### config.mk
export PLATFORM = sky130hd
export DESIGN_NAME = dbgw_top
export DESIGN_NICKNAME = d
export VERILOG_FILES = /design/src/rtl/dbgw_pkg.sv /design/src/rtl/dbgw_cmp.sv /design/src/rtl/dbgw_chain.sv /design/src/rtl/dbgw_counter.sv /design/src/rtl/dbgw_top.sv
export SDC_FILE = /design/constraint.sdc
export NUM_CORES = 1
export LEC_CHECK = 0
export BUFFER_PORTS_ARGS = -buffer_cell sky130_fd_sc_hd__buf_4
export CORE_MARGIN = 5
export CORE_UTILIZATION = 60
export CTS_CLUSTER_DIAMETER = 150
export CTS_CLUSTER_SIZE = 30
export DETAILED_ROUTE_END_ITERATION = 7
export PLACE_DENSITY = 0.78
export SKIP_CTS_REPAIR_TIMING = 1
export SLEW_MARGIN = 15
export SYNTH_ARGS = -nofsm -noshare
export SYNTH_HDL_FRONTEND = slang
export SYNTH_SLANG_ARGS = --single-unit
### constraint.sdc
create_clock -name clk -period 9.2 [get_ports clk]
set_clock_uncertainty 0.15 [all_clocks]
set_input_delay 0.92 -clock clk [delete_from_list [all_inputs] [get_ports clk]]
set_output_delay 0.92 -clock clk [all_outputs]
set_load 0.01 [all_outputs]
### src/rtl/dbgw_pkg.sv
package dbgw_pkg;

  // access kinds presented by the CPU
  localparam logic [2:0] ACC_IDLE    = 3'd0;
  localparam logic [2:0] ACC_FETCH   = 3'd1;
  localparam logic [2:0] ACC_LD_ADDR = 3'd2;
  localparam logic [2:0] ACC_ST_ADDR = 3'd3;
  localparam logic [2:0] ACC_LD_DATA = 3'd4;
  localparam logic [2:0] ACC_ST_DATA = 3'd5;

  // comparator control word layout
  localparam int CTL_W        = 8;
  localparam int CTL_PRESENT  = 0;
  localparam int CTL_TYPE_LSB = 1;
  localparam int CTL_SIGNED   = 4;
  localparam int CTL_COND_LSB = 5;

  // condition codes
  localparam logic [2:0] CND_MASK = 3'd0;
  localparam logic [2:0] CND_EQ   = 3'd1;
  localparam logic [2:0] CND_NE   = 3'd2;
  localparam logic [2:0] CND_LT   = 3'd3;
  localparam logic [2:0] CND_LE   = 3'd4;
  localparam logic [2:0] CND_GT   = 3'd5;
  localparam logic [2:0] CND_GE   = 3'd6;

  // assignment register extra bits
  localparam int ASG_EN0  = 16;
  localparam int ASG_EN1  = 17;
  localparam int ASG_STEP = 20;

  // does comparator type t apply to access kind k
  function automatic logic type_fits(input logic [2:0] t, input logic [2:0] k);
    case (t)
      3'd1:    type_fits = (k == ACC_FETCH);
      3'd2:    type_fits = (k == ACC_LD_ADDR);
      3'd3:    type_fits = (k == ACC_ST_ADDR);
      3'd4:    type_fits = (k == ACC_LD_ADDR) || (k == ACC_ST_ADDR);
      3'd5:    type_fits = (k == ACC_LD_DATA);
      3'd6:    type_fits = (k == ACC_ST_DATA);
      3'd7:    type_fits = (k == ACC_LD_DATA) || (k == ACC_ST_DATA);
      default: type_fits = 1'b0;
    endcase
  endfunction

endpackage

### src/rtl/dbgw_cmp.sv
module dbgw_cmp
  import dbgw_pkg::*;
#(
  parameter int DW = 32
) (
  input  logic [DW-1:0]    ref_val,
  input  logic [CTL_W-1:0] ctrl,
  input  logic [2:0]       acc_kind,
  input  logic [DW-1:0]    operand,
  output logic             hit
);

  logic       armed;
  logic       is_signed;
  logic [2:0] cond;
  logic       eq, lt, result;

  always_comb begin
    is_signed = ctrl[CTL_SIGNED];
    cond      = ctrl[CTL_COND_LSB +: 3];
    armed     = ctrl[CTL_PRESENT] && (ctrl[CTL_TYPE_LSB +: 3] != 3'd0) &&
                type_fits(ctrl[CTL_TYPE_LSB +: 3], acc_kind);
    eq        = (operand == ref_val);
    lt        = is_signed ? ($signed(operand) < $signed(ref_val)) : (operand < ref_val);
    case (cond)
      CND_MASK: result = |(operand & ref_val);
      CND_EQ:   result = eq;
      CND_NE:   result = !eq;
      CND_LT:   result = lt;
      CND_LE:   result = lt || eq;
      CND_GT:   result = !lt && !eq;
      CND_GE:   result = !lt;
      default:  result = 1'b0;
    endcase
    hit = armed && result;
  end

endmodule

### src/rtl/dbgw_chain.sv
module dbgw_chain #(
  parameter int NWP = 11
) (
  input  logic [NWP-1:0]   own,
  input  logic [2*NWP-1:0] mode,
  output logic [NWP-1:0]   match
);

  for (genvar g = 0; g < NWP; g++) begin : g_stage
    logic       prev;
    logic       m;
    logic [1:0] md;
    assign md = mode[2*g +: 2];
    if (g == 0) begin : g_head
      assign prev = own[0];
    end else begin : g_link
      assign prev = g_stage[g-1].m;
    end
    assign m = (md == 2'd0) ? own[g] :
               (md == 2'd1) ? (own[g] & prev) :
               (md == 2'd2) ? (own[g] | prev) : 1'b0;
    assign match[g] = m;
  end

endmodule

### src/rtl/dbgw_counter.sv
module dbgw_counter #(
  parameter int CW = 16,
  parameter int IW = 4
) (
  input  logic          clk,
  input  logic          rst_n,
  input  logic          wr_en,
  input  logic [CW-1:0] wr_count,
  input  logic [CW-1:0] wr_match,
  input  logic [IW-1:0] inc,
  output logic [CW-1:0] count,
  output logic          at_match
);

  logic [CW-1:0] count_q, count_d;
  logic [CW-1:0] match_q, match_d;
  logic          load_en;

  always_comb begin
    load_en = wr_en || (inc != '0);
    count_d = count_q;
    match_d = match_q;
    if (wr_en) begin
      count_d = wr_count;
      match_d = wr_match;
    end else if (inc != '0) begin
      count_d = count_q + CW'(inc);
    end
  end

  always_ff @(posedge clk or negedge rst_n) begin
    if (!rst_n) begin
      count_q <= '0;
      match_q <= '0;
    end else if (load_en) begin
      count_q <= count_d;
      match_q <= match_d;
    end
  end

  assign count    = count_q;
  assign at_match = (count_q == match_q);

  assert_hold_R6: assert property (@(posedge clk) disable iff (!rst_n)
    (!wr_en && inc == '0) |=> $stable(count_q));
  assert_advance_R6: assert property (@(posedge clk) disable iff (!rst_n)
    !wr_en |=> count_q == $past(count_q) + CW'($past(inc)));
  assert_write_wins_R11: assert property (@(posedge clk) disable iff (!rst_n)
    wr_en |=> count_q == $past(wr_count));

endmodule

### src/rtl/dbgw_top.sv
module dbgw_top
  import dbgw_pkg::*;
#(
  parameter int NUM_CMP = 8,
  parameter int DW      = 32,
  parameter int CW      = 16,
  parameter int AW      = 5
) (
  input  logic                 clk,
  input  logic                 rst_n,
  input  logic                 cfg_we,
  input  logic [AW-1:0]        cfg_addr,
  input  logic [DW-1:0]        cfg_wdata,
  input  logic [2:0]           acc_kind,
  input  logic [DW-1:0]        acc_operand,
  input  logic                 ext_watch,
  input  logic                 dbg_enable,
  input  logic                 cpu_in_reset,
  output logic                 brk_req,
  output logic                 stop_req,
  output logic [NUM_CMP+2:0]   wp_hit,
  output logic [CW-1:0]        cnt0_count,
  output logic                 cnt0_at_match,
  output logic [CW-1:0]        cnt1_count,
  output logic                 cnt1_at_match
);

  localparam int NWP    = NUM_CMP + 3;
  localparam int IW     = $clog2(NWP + 1);
  localparam int A_CTL  = NUM_CMP;
  localparam int A_MODE = 2 * NUM_CMP;
  localparam int A_BRK  = A_MODE + 1;
  localparam int A_ASG  = A_MODE + 2;
  localparam int A_CNT0 = A_MODE + 3;
  localparam int A_CNT1 = A_MODE + 4;

  // configuration state
  logic [DW-1:0]    val_q  [NUM_CMP];
  logic [DW-1:0]    val_d  [NUM_CMP];
  logic [CTL_W-1:0] ctrl_q [NUM_CMP];
  logic [CTL_W-1:0] ctrl_d [NUM_CMP];
  logic [2*NWP-1:0] mode_q, mode_d;
  logic [NWP-1:0]   brk_q, brk_d;
  logic [NWP-1:0]   asg_q, asg_d;
  logic             en0_q, en0_d, en1_q, en1_d, step_q, step_d;
  logic             cfg_load;

  always_comb begin
    val_d    = val_q;
    ctrl_d   = ctrl_q;
    mode_d   = mode_q;
    brk_d    = brk_q;
    asg_d    = asg_q;
    en0_d    = en0_q;
    en1_d    = en1_q;
    step_d   = step_q;
    cfg_load = cfg_we;
    if (cfg_we) begin
      for (int i = 0; i < NUM_CMP; i++) begin
        if (cfg_addr == AW'(i))         val_d[i]  = cfg_wdata;
        if (cfg_addr == AW'(A_CTL + i)) ctrl_d[i] = cfg_wdata[CTL_W-1:0];
      end
      if (cfg_addr == AW'(A_MODE)) mode_d = cfg_wdata[2*NWP-1:0];
      if (cfg_addr == AW'(A_BRK))  brk_d  = cfg_wdata[NWP-1:0];
      if (cfg_addr == AW'(A_ASG)) begin
        asg_d  = cfg_wdata[NWP-1:0];
        en0_d  = cfg_wdata[ASG_EN0];
        en1_d  = cfg_wdata[ASG_EN1];
        step_d = cfg_wdata[ASG_STEP];
      end
    end
  end

  always_ff @(posedge clk or negedge rst_n) begin
    if (!rst_n) begin
      for (int i = 0; i < NUM_CMP; i++) begin
        val_q[i]  <= '0;
        ctrl_q[i] <= '0;
      end
      mode_q <= '0;
      brk_q  <= '0;
      asg_q  <= '0;
      en0_q  <= 1'b0;
      en1_q  <= 1'b0;
      step_q <= 1'b0;
    end else if (cfg_load) begin
      val_q  <= val_d;
      ctrl_q <= ctrl_d;
      mode_q <= mode_d;
      brk_q  <= brk_d;
      asg_q  <= asg_d;
      en0_q  <= en0_d;
      en1_q  <= en1_d;
      step_q <= step_d;
    end
  end

  // comparators
  logic [NWP-1:0] own;
  logic [NWP-1:0] chain_match;

  for (genvar g = 0; g < NUM_CMP; g++) begin : g_cmp
    dbgw_cmp #(.DW(DW)) u_cmp (
      .ref_val (val_q[g]),
      .ctrl    (ctrl_q[g]),
      .acc_kind(acc_kind),
      .operand (acc_operand),
      .hit     (own[g])
    );
  end

  assign own[NUM_CMP]     = cnt0_at_match;
  assign own[NUM_CMP + 1] = cnt1_at_match;
  assign own[NUM_CMP + 2] = ext_watch;

  dbgw_chain #(.NWP(NWP)) u_chain (
    .own  (own),
    .mode (mode_q),
    .match(chain_match)
  );

  // gating and outputs
  logic           live;
  logic           eval_en;
  logic [NWP-1:0] matched;
  logic [IW-1:0]  inc0, inc1;

  always_comb begin
    live     = dbg_enable && !cpu_in_reset;
    eval_en  = live && (acc_kind != ACC_IDLE) && ((brk_q != '0) || (asg_q != '0));
    matched  = eval_en ? chain_match : '0;
    brk_req  = |(matched & brk_q);
    stop_req = brk_req || (live && step_q && (acc_kind == ACC_FETCH));
    inc0     = en0_q ? IW'($countones(matched & ~asg_q)) : '0;
    inc1     = en1_q ? IW'($countones(matched & asg_q))  : '0;
    wp_hit   = matched;
  end

  dbgw_counter #(.CW(CW), .IW(IW)) u_cnt0 (
    .clk     (clk),
    .rst_n   (rst_n),
    .wr_en   (cfg_we && (cfg_addr == AW'(A_CNT0))),
    .wr_count(cfg_wdata[CW-1:0]),
    .wr_match(cfg_wdata[2*CW-1:CW]),
    .inc     (inc0),
    .count   (cnt0_count),
    .at_match(cnt0_at_match)
  );

  dbgw_counter #(.CW(CW), .IW(IW)) u_cnt1 (
    .clk     (clk),
    .rst_n   (rst_n),
    .wr_en   (cfg_we && (cfg_addr == AW'(A_CNT1))),
    .wr_count(cfg_wdata[CW-1:0]),
    .wr_match(cfg_wdata[2*CW-1:CW]),
    .inc     (inc1),
    .count   (cnt1_count),
    .at_match(cnt1_at_match)
  );

  assert_quiet_R9: assert property (@(posedge clk) disable iff (!rst_n)
    (!dbg_enable || cpu_in_reset) |-> (!stop_req && !brk_req && wp_hit == '0));
  assert_step_stop_R8: assert property (@(posedge clk) disable iff (!rst_n)
    (step_q && acc_kind == ACC_FETCH && dbg_enable && !cpu_in_reset) |-> stop_req);
  assert_brk_source_R7: assert property (@(posedge clk) disable iff (!rst_n)
    brk_req |-> ((wp_hit & brk_q) != '0));
  assert_masks_idle_R10: assert property (@(posedge clk) disable iff (!rst_n)
    (brk_q == '0 && asg_q == '0) |-> wp_hit == '0);
  assert_never_mode_R4: assert property (@(posedge clk) disable iff (!rst_n)
    (mode_q[1:0] == 2'd3) |-> !wp_hit[0]);

endmodule

### After elaboration in Yosys (flattened, before gate mapping)

Cells that the tools add are included.

| word-level totals | value |
|---|---|
| output and inout port bits | 47 |
| latch bits | 0 |
| memory bits (read-only) | 0 |
| memories | 0 |
| logic and storage cells | 458 |
| register bits | 431 |
| bits in writable memories | 0 |

| cells by class | value |
|---|---|
| bitwise logic cells | 32 |
| multipliers | 0 |
| div/mod/pow operators | 0 |
| muxes and demuxes | 64 |
| $lt $le $gt $ge | 16 |
| reductions and logical operators | 137 |
| eq/ne operators | 161 |
| add/subtract/negate cells | 22 |
| shifts and indexed selects | 0 |

Operators with widths:

| cell | number |
|---|---|
| $lt A32 B32 Y1 | 16 |
| $and A32 B32 Y32 | 8 |
| $eq A32 B32 Y1 | 8 |
| $reduce_or A32 Y1 | 8 |
| $eq A3 B3 Y1 const B | 58 |
| $pmux W1 S7 | 16 |
| $eq A3 B2 Y1 const B | 34 |
| $mux W16 | 4 |
| $eq A3 B1 Y1 const B | 17 |
| $reduce_and A2 Y1 | 23 |
| $mux W1 | 41 |
| $eq A5 B4 Y1 const B | 8 |
| $logic_and A1 B1 Y1 | 39 |
| $and A11 B11 Y11 | 3 |
| $add A16 B4 Y16 | 2 |
| $eq A16 B16 Y1 | 2 |
| $reduce_bool A3 Y1 | 9 |
| $eq A5 B5 Y1 const B | 5 |
| $logic_not A3 Y1 | 8 |
| $eq A2 B1 Y1 const B | 11 |
| $eq A2 B2 Y1 const B | 11 |
| $logic_not A2 Y1 | 11 |
| $reduce_bool A11 Y1 | 2 |
| $add A1 B1 Y2 | 10 |
| 18 further kinds | 78 |

### Logic depth before layout (Yosys ltp)

| logic depth | value |
|---|---|
| depth after elaboration | 59 |
| gate-level depth with buffers | 38 |
| gate-level depth less buffers | 37 |

### Modules after synthesis

A second synthesis with hierarchy kept.

| unflattened totals | value |
|---|---|
| cell total of the unflattened synthesis | 2785 |
| area, all modules | 30563.1 sq um |

Modules (own cells, without submodules):

| module | sequential area each (sq um) | area an instance (sq um) | cells an instance | times used |
|---|---|---|---|---|
| dbgw_top | 9183.8 | 14555.2 | 917 | 1 |
| dbgw_cmp | 0.0 | 1473.9 | 181 | 8 |
| dbgw_counter | 800.8 | 1805.5 | 168 | 2 |
| dbgw_chain | 0.0 | 605.6 | 84 | 1 |

### Least setup slack after synthesis

OpenSTA, ideal clock, no wires.

| path | value |
|---|---|
| path kind | input to register |
| start point | input port acc_operand[30] |
| end point | register u_cnt1.count_q[15], in the netlist u_cnt1.count[15] |
| buffers on the path | 0 |
| setup slack | 0.269 ns |
| cell stages on the path | 35 |
| required time | 8.913 ns |
| data arrival time | 8.644 ns |
| cells stage by stage | ha_1 > nand3_1 > nor4_2 > nand4_1 > or3_1 > o21ai_0 > mux2_2 > a31oi_1 > nor2_2 > o211ai_1 > o22ai_2 > a221oi_4 > nor2_4 > o31ai_4 > nand3b_1 > a31oi_2 > nand2_1 > fa_1 > fa_1 > fa_1 > fa_1 > fa_1 > nand2b_1 > inv_1 > ha_1 > a21o_1 > a21oi_1 > nor2b_1 > o21a_1 > and2_1 > and4_1 > nand3_1 > o21ai_0 > a21oi_1 > a21oi_1 |

| on the way | value |
|---|---|
| elaborated cells between the ends (all ways) | 169 |

RTL lines:

| what | RTL line | RTL |
|---|---|---|
| from (decl) | dbgw_top.sv:15 | `input logic [DW-1:0] acc_operand,` |
| $lt A32 B32 Y1 | dbgw_cmp.sv:24 | `lt = is_signed ? ($signed(operand) < $signed(ref_val)) : (operand < ref_val);` |
| $mux W1 | dbgw_cmp.sv:24 |  |
| $logic_not A1 Y1 | dbgw_cmp.sv:31, dbgw_cmp.sv:32 |  |
| $logic_and A1 B1 Y1 | dbgw_cmp.sv:31 | `CND_GT: result = !lt && !eq;` |
| $pmux W1 S7 | dbgw_cmp.sv:25 | `case (cond)` |
| $logic_and A1 B1 Y1 | dbgw_cmp.sv:35 | `hit = armed && result;` |
| $mux W1 | dbgw_chain.sv:21 | `(md == 2'd2) ? (own[g] \| prev) : 1'b0;` |
| $mux W1 | dbgw_chain.sv:20 | `(md == 2'd1) ? (own[g] & prev) :` |
| [38 not listed] | -- |  |
| via wp_hit[9] | dbgw_top.sv:21 | `output logic [NUM_CMP+2:0] wp_hit,` |
| $and A11 B11 Y11 * | dbgw_top.sv:135 | `inc1 = en1_q ? IW'($countones(matched & asg_q)) : '0;` |
| $add A1 B1 Y2 (not written as such) * | dbgw_top.sv:135 |  |
| $add A2 B1 Y3 (not written as such) * | dbgw_top.sv:135 |  |
| $add A4 B3 Y4 (not written as such) * | dbgw_top.sv:135 |  |
| $mux W4 * | dbgw_top.sv:135 |  |
| $add A16 B4 Y16 / $reduce_bool A4 Y1 (equally long branches) | dbgw_counter.sv:27, dbgw_counter.sv:20, dbgw_counter.sv:26 |  |
| $mux W16, or another cell as far along | dbgw_counter.sv:26 | `end else if (inc != '0) begin` |
| $mux W16 / $reduce_and A2 Y1 (equally long branches) | -- |  |
| to (signal assigned) | dbgw_counter.sv:36 | `count_q <= count_d;` |
| to (decl) | dbgw_counter.sv:15 | `logic [CW-1:0] count_q, count_d;` |

The timed path passes the listed nets; every way through them passes the cells marked *. The select of a mux whose other input is x is not followed.
A chain may end at the register's enable or synchronous reset.

### Final worst setup path

| path | value |
|---|---|
| start point | input port acc_operand[14] |
| end point | register u_cnt1.count_q[14], in the netlist u_cnt1.count[14] |

| on the way | value |
|---|---|
| longest elaborated chain between the ends | 57 |
| elaborated cells between the ends (all ways) | 169 |

Ends and longest elaborated chain:

| what | RTL line | RTL |
|---|---|---|
| $lt A32 B32 Y1 | dbgw_cmp.sv:24 |  |
| $mux W1 | dbgw_cmp.sv:24 |  |
| $logic_not A1 Y1 | dbgw_cmp.sv:31, dbgw_cmp.sv:32 |  |
| $logic_and A1 B1 Y1 | dbgw_cmp.sv:31 |  |
| $pmux W1 S7 | dbgw_cmp.sv:25 |  |
| $logic_and A1 B1 Y1 | dbgw_cmp.sv:35 |  |
| $mux W1 | dbgw_chain.sv:21 |  |
| $mux W1 | dbgw_chain.sv:20 |  |
| [41 not listed] | -- |  |
| $mux W11 * | dbgw_top.sv:131 | `matched = eval_en ? chain_match : '0;` |
| $and A11 B11 Y11 * | dbgw_top.sv:135 |  |
| $add A2 B1 Y3 (not written as such) | dbgw_top.sv:135 |  |
| $add A4 B3 Y4 (not written as such) * | dbgw_top.sv:135 |  |
| $mux W4 * | dbgw_top.sv:135 |  |
| $add A16 B4 Y16 / $reduce_bool A4 Y1 (equally long branches) | dbgw_counter.sv:27, dbgw_counter.sv:20, dbgw_counter.sv:26 |  |
| $mux W16, or another cell as far along | dbgw_counter.sv:26 |  |
| $mux W16 / $reduce_and A2 Y1 (equally long branches) | -- |  |

Every way passes the cells marked *; elsewhere a longest branch is shown, timed or not. The select of a mux whose other input is x is not followed.

==> flow_metrics.tcl <==
set metrics [dict create \
    grt.overflow.total 0 \
    grt_max_degree 131 \
    p_int_mw 3.69 \
    cpPeakStageDelay_ns 0.54 \
    finalInstanceArea_sq_mm 0.0355 \
    crit_required_ns 9.53 \
    drtAntennaViolNets 0 \
    clock-root-buffer "clkbuf_16" \
    power.density_mw_per_mm2 165 \
    clk_latency_ns 0.58 \
    clkSinkCount 431 \
    first_pass_iters 6 \
    path_max_fanout 7 \
    grtUsageTotal 0.337 \
    grt_pass1_vias 25400 \
    fin_cells 4089 \
    post-route-period-util 0.977 \
    rows 82 \
    pwr-share-seq 0.449 \
    yosysUniqueCellTypes 91 \
    worst_pin_slew_ns 1.23 \
    wl_per_cell_um 23.7 \
    grt_pass1_wl_mm 149 \
    switching_share 0.368 \
    pwr-share-comb 0.375 \
    synthesis.nets 3664 \
    die_h_um 236 \
    placed_area_sq_mm 0.0346 \
    drc 0 \
    antenna_found_initial 6 \
    synth_ff_type "dfrtp_1" \
    startpoint "acc_operand[14]" \
    netSwitchingPower_mw 2.15 \
    drt_iter0_drc 2453 \
    gp_congestion 0.999 \
    htreeDepth 1 \
    die_w_um 236 \
    worst_path_most_repeated_cell "buf_4" \
    postSynthAreaPerCell_sq_um 10.1 \
    slew_viol_final 0 \
    clkPwrFrac 0.176 \
    relSlewSlack 0.180 \
    pre_cts_slack_ns -0.514 \
    setup_ws_ns 0.213 \
    totalPowerFinal_mw 5.84 \
    ys_ff_latch 431 \
    design.core.area_sq_mm 0.0504 \
    vdd_drop_max_mv 0.170 \
    cap_violations 0 \
    syn2layout_area_growth_pct 15.6 \
    status "finished, final reports clean" \
    endpoint_kind "flop" \
    yosys_warnings 0 \
    post-route-util 0.704 \
    finalNetCount 4032 \
    numCtsBuffers 18 \
    crit_slowest_cell "fa_1" \
    path_class "primary input to flop" \
    clk_pin_slew_ns 0.12 \
    cp-start-kind "primary input" \
    drive_above_1_share 0.260 \
    crit_arrival_ns 9.32 \
    placed_cells 4059 \
    port_buffers 124 \
    final-setup-viol-count 0 \
    period_needed_ns 8.99 \
    max_freq_ghz 0.111 \
    leakagePower_nw 17.7 \
    worstHoldPathType "primary input to async pin" \
    hpwl_mm 74.5 \
    drt_wl_total_mm 96.8 \
    final_common_cell "ha_1" \
    syn_inst 3048 \
    via_count 25200 \
    yosysSeqAreaShare 0.351 \
    reg2reg_from "val_q[246]$_DFFE_PN0P_" \
    cts_tree "yes" \
    pin_count 125 \
    synth_enable_flop_cells 0 \
    final_cell_mix "518 x ha_1, 449 x buf_4, 431 x dfrtp_1, 335 x mux2_2, 307 x inv_1" \
    synth_area_sq_mm 0.0307 \
    finalHoldViolations 0 \
    async_reset_ff_frac 1.00 \
    vias_per_cell 6.16 \
    initial_core_util 0.609 \
    die_area_sq_mm 0.0558 \
    clockBufferDepth 3 \
]
==> synth_stat cells, types with 6 or more instances <==
library cell,n,area share
o2111ai_1,6,0.0017
a221o_1,6,0.0020
nand3b_1,13,0.0032
xor2_1,33,0.0094
inv_1,307,0.038
o21ai_0,116,0.019
fa_1,16,0.010
dfrtp_1,431,0.35
a31oi_1,8,0.0016
or4_1,9,0.0022
o22ai_1,15,0.0031
o211ai_1,17,0.0042
a21oi_1,148,0.024
nor2_1,96,0.012
a21o_1,31,0.0076
and2_1,10,0.0020
and3_1,10,0.0020
or3_1,15,0.0031
ha_1,522,0.21
xnor2_1,8,0.0023
nand2b_1,29,0.0059
and4_1,6,0.0017
o21a_1,16,0.0039
nor2b_1,36,0.0073
a211oi_1,12,0.0029
buf_1,24,0.0029
nor3_1,24,0.0039
mux2i_1,14,0.0046
mux2_2,336,0.12
clkbuf_1,84,0.010
nand3_1,64,0.010
nand4_1,68,0.014
buf_2,7,0.0011
nand2_1,274,0.034
nor4_1,90,0.018
nor3b_1,19,0.0046
o31a_1,8,0.0023
==> per-layer routing <==
layer / up-vias / GRT usage / routed length, um
met5: - / 0 / 13
met4: 2 / 0.119 / 4420
met3: 224 / 0.0526 / 6760
met2: 943 / 0.547 / 44700
met1: 12600 / 0.462 / 40900
li1: 11400 / - / -
==> through the flow <==
stage	hold WS [ns]	TNS, ns
2_1_floorplan	0.316	0
3_3_place_gp	0.328	-4.15
3_5_place_dp	0.332	-7.48
4_1_cts	0.259	0
5_1_grt	0.322	-0.495
6_report	0.263	0
==> worst max-delay path: cells and delay by family <==
family,cells,cell delay [ns]
buffers and inverters,6,0.94
muxes,1,0.08
and+or+nand+nor,16,2.53
AOI/OAI and AO/OA,9,1.93
adders and majority gates,7,2.91
==> worst paths after layout <==
path / cells after the start / end / slack, ns
setup / recovery: 39 / u_cnt1.count[14]$_DFFE_PN0P_ / 0.21
hold / removal: 1 / val_q[149]$_DFFE_PN0P_ / 0.26
setup reg to reg: 39 / u_cnt1.count[14]$_DFFE_PN0P_ / 0.33
hold reg to reg: 2 / u_cnt1.match_q[1]$_DFFE_PN0P_ / 0.36
max in group asynchronous: 2 / ctrl_q[41]$_DFFE_PN0P_ / 7.05
min in group clk: 2 / u_cnt1.match_q[1]$_DFFE_PN0P_ / 0.36
==> state kept, by name (all words and copies together), names as in the netlist <==
register and flops:
val_q 256, ctrl_q 64, mode_q 22, u_cnt0.count 16
u_cnt0.match_q 16, u_cnt1.count 16, u_cnt1.match_q 16, asg_q 11
brk_q 11, en0_q 1, en1_q 1, step_q 1
==> power by group through the flow <==
stage / clock [mW] / sequential [mW] / combinational [mW]
floorplan: 0 / 2.54 / 1.25
global placement: 0 / 2.62 / 2.02
detailed placement: 0 / 2.65 / 2.11
CTS: 1.04 / 2.61 / 2.13
global route: 1.09 / 2.67 / 2.42
finish: 1.03 / 2.62 / 2.19
==> cell families (layout without fill, tap and decap cells) <==
family,after synthesis,in the layout,synth area share
flops,431,431,0.351
compound gates,472,472,0.100
other cells,0,1,0
xor+xnor,41,41,0.0117
fa+ha+maj,538,538,0.223
buf+inv,422,790,0.0519
mux,351,351,0.128
simple gates,793,793,0.133
==> layout make-up <==
class	instances	area, sq um
multi-input combinational	2195	18600
fill	3811	14900
sequential	431	10800
timing repair buffer	463	3620
inverter	307	1150
tap	672	841
clock buffer	19	475
clock inverter	1	20.0
antenna	1	2.50
(Power assumes the default switching activity.)
